[src/rtl/dmac_regif.sv]
module dmac_regif (
  input  logic        clk,
  input  logic        rst_n,
  input  logic [3:0]  bus_addr,
  input  logic [7:0]  bus_wdata,
  input  logic        bus_wr,
  input  logic        bus_rd,
  output logic [7:0]  bus_rdata,
  input  logic        eng_we,
  input  logic [1:0]  eng_ch,
  input  logic [15:0] eng_cur_addr,
  input  logic [15:0] eng_cur_cnt,
  output logic [63:0] ch_base_addr,
  output logic [63:0] ch_cur_addr,
  output logic [63:0] ch_base_cnt,
  output logic [63:0] ch_cur_cnt,
  output logic [31:0] ch_mode,
  output logic [3:0]  ch_mask
);
  localparam int NCH = 4;

  logic        ptr;
  logic [15:0] base_a [NCH];
  logic [15:0] base_c [NCH];
  logic [15:0] cur_a  [NCH];
  logic [15:0] cur_c  [NCH];
  logic [15:0] nxt_a  [NCH];
  logic [15:0] nxt_c  [NCH];
  logic [7:0]  mode   [NCH];
  logic [3:0]  mask;

  wire       reg_sel = !bus_addr[3];
  wire [1:0] sel_ch  = bus_addr[2:1];
  wire       sel_cnt = bus_addr[0];
  wire       reg_wr  = bus_wr && reg_sel;
  wire       reg_rd  = bus_rd && reg_sel;
  wire       cmd_wr  = bus_wr && bus_addr[3];

  wire [15:0] rd_word = sel_cnt ? cur_c[sel_ch] : cur_a[sel_ch];
  assign bus_rdata = reg_rd ? (ptr ? rd_word[15:8] : rd_word[7:0]) : 8'h00;

  always_comb begin
    for (int i = 0; i < NCH; i++) begin
      nxt_a[i] = cur_a[i];
      nxt_c[i] = cur_c[i];
      if (eng_we && eng_ch == 2'(i)) begin
        nxt_a[i] = eng_cur_addr;
        nxt_c[i] = eng_cur_cnt;
      end
      if (reg_wr && sel_ch == 2'(i)) begin
        if (sel_cnt) begin
          if (ptr) nxt_c[i][15:8] = bus_wdata;
          else     nxt_c[i][7:0]  = bus_wdata;
        end else begin
          if (ptr) nxt_a[i][15:8] = bus_wdata;
          else     nxt_a[i][7:0]  = bus_wdata;
        end
      end
    end
  end

  always_ff @(posedge clk) begin
    if (!rst_n) begin
      ptr  <= 1'b0;
      mask <= 4'hF;
      for (int i = 0; i < NCH; i++) begin
        base_a[i] <= '0;
        base_c[i] <= '0;
        cur_a[i]  <= '0;
        cur_c[i]  <= '0;
        mode[i]   <= '0;
      end
    end else begin
      for (int i = 0; i < NCH; i++) begin
        cur_a[i] <= nxt_a[i];
        cur_c[i] <= nxt_c[i];
        if (reg_wr && sel_ch == 2'(i)) begin
          if (sel_cnt) begin
            if (ptr) base_c[i][15:8] <= bus_wdata;
            else     base_c[i][7:0]  <= bus_wdata;
          end else begin
            if (ptr) base_a[i][15:8] <= bus_wdata;
            else     base_a[i][7:0]  <= bus_wdata;
          end
        end
      end
      if (reg_wr || reg_rd) ptr <= !ptr;
      if (cmd_wr) begin
        case (bus_addr[2:0])
          3'd2: mask[bus_wdata[1:0]] <= bus_wdata[2];
          3'd3: mode[bus_wdata[1:0]] <= bus_wdata;
          3'd4: ptr <= 1'b0;
          3'd5: begin ptr <= 1'b0; mask <= 4'hF; end
          3'd6: mask <= 4'h0;
          3'd7: mask <= bus_wdata[3:0];
          default: ;
        endcase
      end
    end
  end

  for (genvar g = 0; g < NCH; g++) begin : g_out
    assign ch_base_addr[g*16 +: 16] = base_a[g];
    assign ch_cur_addr[g*16 +: 16]  = cur_a[g];
    assign ch_base_cnt[g*16 +: 16]  = base_c[g];
    assign ch_cur_cnt[g*16 +: 16]   = cur_c[g];
    assign ch_mode[g*8 +: 8]        = mode[g];
  end
  assign ch_mask = mask;
endmodule


[config.mk]
export PLATFORM = sky130hd
export DESIGN_NAME = dmac_regif
export DESIGN_NICKNAME = d
export VERILOG_FILES = /design/src/rtl/dmac_regif.sv
export SDC_FILE = /design/constraint.sdc
export NUM_CORES = 1
export LEC_CHECK = 0
export ABC_CLOCK_PERIOD_IN_PS = 3500
export BUFFER_PORTS_ARGS = -buffer_cell sky130_fd_sc_hd__buf_2
export CAP_MARGIN = 30
export CORE_ASPECT_RATIO = 1.4
export CORE_MARGIN = 2
export CORE_UTILIZATION = 40
export DETAILED_ROUTE_END_ITERATION = 10
export PLACE_DENSITY_LB_ADDON = 0.15
export REMOVE_ABC_BUFFERS = 1
export SYNTH_ARGS = -nofsm -noshare
export SYNTH_HDL_FRONTEND = slang
export SYNTH_SLANG_ARGS = --single-unit
[constraint.sdc]
create_clock -name clk -period 3.5 [get_ports clk]
set_clock_uncertainty 0.1 [all_clocks]
set_input_delay 0.525 -clock clk [delete_from_list [all_inputs] [get_ports clk]]
set_output_delay 0.525 -clock clk [all_outputs]
set_load 0.05 [all_outputs]
==> flow_summary.json <==
{
  "run_status": "finished clean",
  "rsz_0062_raised_after_global_routing": "no",
  "synth-seq-area-share_pct": 56.7,
  "grt_antenna_before_repair": 2,
  "die-area_mm2": 0.0344,
  "cts_tree": "built",
  "tightestPinTransition_ps": 853,
  "synthCells": 1130,
  "worst_ep_required_time_ps": 2870,
  "worst_setup_hold_path_clk_slew_ps": 70,
  "drt_wl_total_mm": 44.6,
  "area_leader_netlist": "edfxtp_1",
  "dpl_worst_slack_ps": 392,
  "detail_route.vias_per_cell": 5.40,
  "antenna_violating_nets_post_route": 0,
  "slew_headroom_pct": 43.0,
  "slew_viol_final": 0,
  "cts.sink_count": 293,
  "chipWidth_um": 157,
  "num_vias": 10200,
  "cts_hold_buf": 0,
  "grt_overflow": 0,
  "final_period_minus_worst_setup_slack_ps": 3250,
  "synth.top_cell.area_share_pct": 36.5,
  "post-route-cell-area_mm2": 0.0161,
  "maxcap_viol_count": 0,
  "setup-tns-final_ps": 0,
  "grt_pass1_wl_mm": 64.3,
  "detail_route.drc_violations": 0,
  "cts-htree-levels": 1,
  "postCtsResizedCells": 0,
  "cts_root_buffer": "clkbuf_16",
  "number_of_enable_type_register_cells_in_the_synthesized_netlist": 160,
  "total_power_mw": 8.16,
  "grt.total_usage_pct": 25.2,
  "critical_path_class": "reg -> out",
  "drive_gt1_share_pct": 34.4,
  "final_non_filler_cells": 1894,
  "synth-async-reset-ratio_pct": 0,
  "core-area_mm2": 0.0324,
  "timing.fmax_mhz": 307,
  "report.final.setup_viol": 0,
  "core.rowCount": 78,
  "cts_made_buffers": 29,
  "final_net_count": 1481,
  "ioPinCount": 351,
  "portBuffers": 350,
  "powerDensity_mw_per_mm2": 505,
  "pin_count_of_the_biggest_net_entering_global_routing": 129,
  "worst-path-max-fanout": 16,
  "synth_warnings": 0,
  "layout_setup_ws_ps": 246,
  "synthMostInstantiatedCell": "nor2_1",
  "worstSkewPairLatency_ps": 560,
  "drt_first_iter_violations": 719,
  "die_y_um": 219,
  "worstSetupStartpointType": "flip-flop",
  "initial_utilization_pct": 40.7,
  "dp_hpwl_mm": 30.5,
  "final_hold_viol_count": 0,
  "worst_ep_arrival_time_ps": 2630,
  "yosys.cell_types.count": 50,
  "yosys-top-cells-count": "nor2_1, edfxtp_1, mux2i_1",
  "via_count_of_the_first_global_routing_pass": 9822,
  "synthFlopType": "edfxtp_1",
  "total_of_flip_flops_plus_latches_after_synthesis": 293,
  "final.hold.worst_slack_ps": 187,
  "hold_path.class": "in -> reg",
  "peakVddDrop_v": 0.000391,
  "synthesis.area_mm2": 0.0132,
  "gpl.final_weighted_congestion": 0.815,
  "p_leak_nw": 7.24,
  "final.period_utilization_pct": 93.0,
  "setup.worst_path.end_class": "output port",
  "cell_area_after_placement_mm2": 0.0152,
  "drt_pre_antenna_iters": 4,
  "syn_to_final_growth_pct": 22.5,
  "cts-root-to-sink-buffers": 3,
  "postCtsSetupBuffers": 0,
  "synthTopCellsByArea": "edfxtp_1, dfxtp_1, mux2i_1",
  "finish.utilization_pct": 49.8,
  "avgRoutedWirePerCell_um": 23.5,
  "synthesis.area_per_instance_um2": 11.7,
  "placed_cells_incl_taps": 1839
}
[cell families after synthesis]
logic type / after synthesis / synth area share (%)
buffers and inverters: 120 / 4.31
other: 1 / 0.0285
and+or+nand+nor: 371 / 12.5
muxes: 168 / 15.0
DFF: 293 / 56.7
AOI/OAI and AO/OA: 177 / 11.4
[power by group]
part	internal [mW]	leakage, nW	total [mW]	switching (mW)
Combinational	0.295	4.07	1.23	0.938
Clock	1.69	0.439	3.07	1.38
Sequential	3.76	2.73	3.85	0.0934
[cell usage in the layout (no fill, tap or decap), drive strengths merged, types with 4 or more instances in the layout]
master / netlist / final
a22oi: 9 / 9
dfxtp: 133 / 133
and2: 22 / 22
edfxtp: 160 / 160
nand3b: 4 / 4
clkbuf: 57 / 37
nand3: 8 / 8
clkinv: 0 / 10
o21ai: 8 / 8
a22o: 9 / 9
mux4: 24 / 24
a211oi: 128 / 128
buf: 59 / 382
nor2b: 5 / 5
a221o: 8 / 8
mux2i: 144 / 144
nand2: 41 / 41
inv: 4 / 6
and3: 16 / 16
a21oi: 5 / 5
conb: 1 / 4
nor2: 262 / 262
[per-layer routing]
metal / vias up / share of wire, % / wire [um] / track usage, %
li1: 4712 / - / - / -
met1: 4976 / 41 / 18300 / 32.4
met2: 439 / 48 / 21500 / 42.2
met3: 91 / 6.7 / 3010 / 4.28
met4: 2 / 3.9 / 1720 / 10.1
met5: - / 0.016 / 7 / 0
[layout make-up]
cell class                 count  area [um^2]
inverter                       4         17.5
clock inverter                17          158
clock buffer                  37          756
timing repair buffer         382         2030
antenna                        1         2.50
sequential                   293         7470
tap                          440          551
multi-input combinational    720         5160
fill                        2979        16300
[state kept, by name, indices dropped and copies added, names as in the netlist, named ones only]
register	flops
base_c	64
base_a	64
cur_c	64
ptr	1
cur_a	64
mode	32
[path summary, 6_finish.rpt]
check                                 to           start  cells after the start  slack, ps
min reg2reg                    flip-flop       flip-flop                      2        410
min                       ptr$_SDFF_PN0_          bus_rd                      3        190
max reg2reg  base_a[1][11]$_SDFFCE_PN0P_  ptr$_SDFF_PN0_                      3       1200
max                         bus_rdata[5]  ptr$_SDFF_PN0_                      4        250
[critical path, cell delays in order (launching register included)]
cell,delay [ps]
dfxtp_1,600
and3_1,710
a22o_1,250
a221o_1,210
buf_2,290
(Power assumes the default switching activity.)
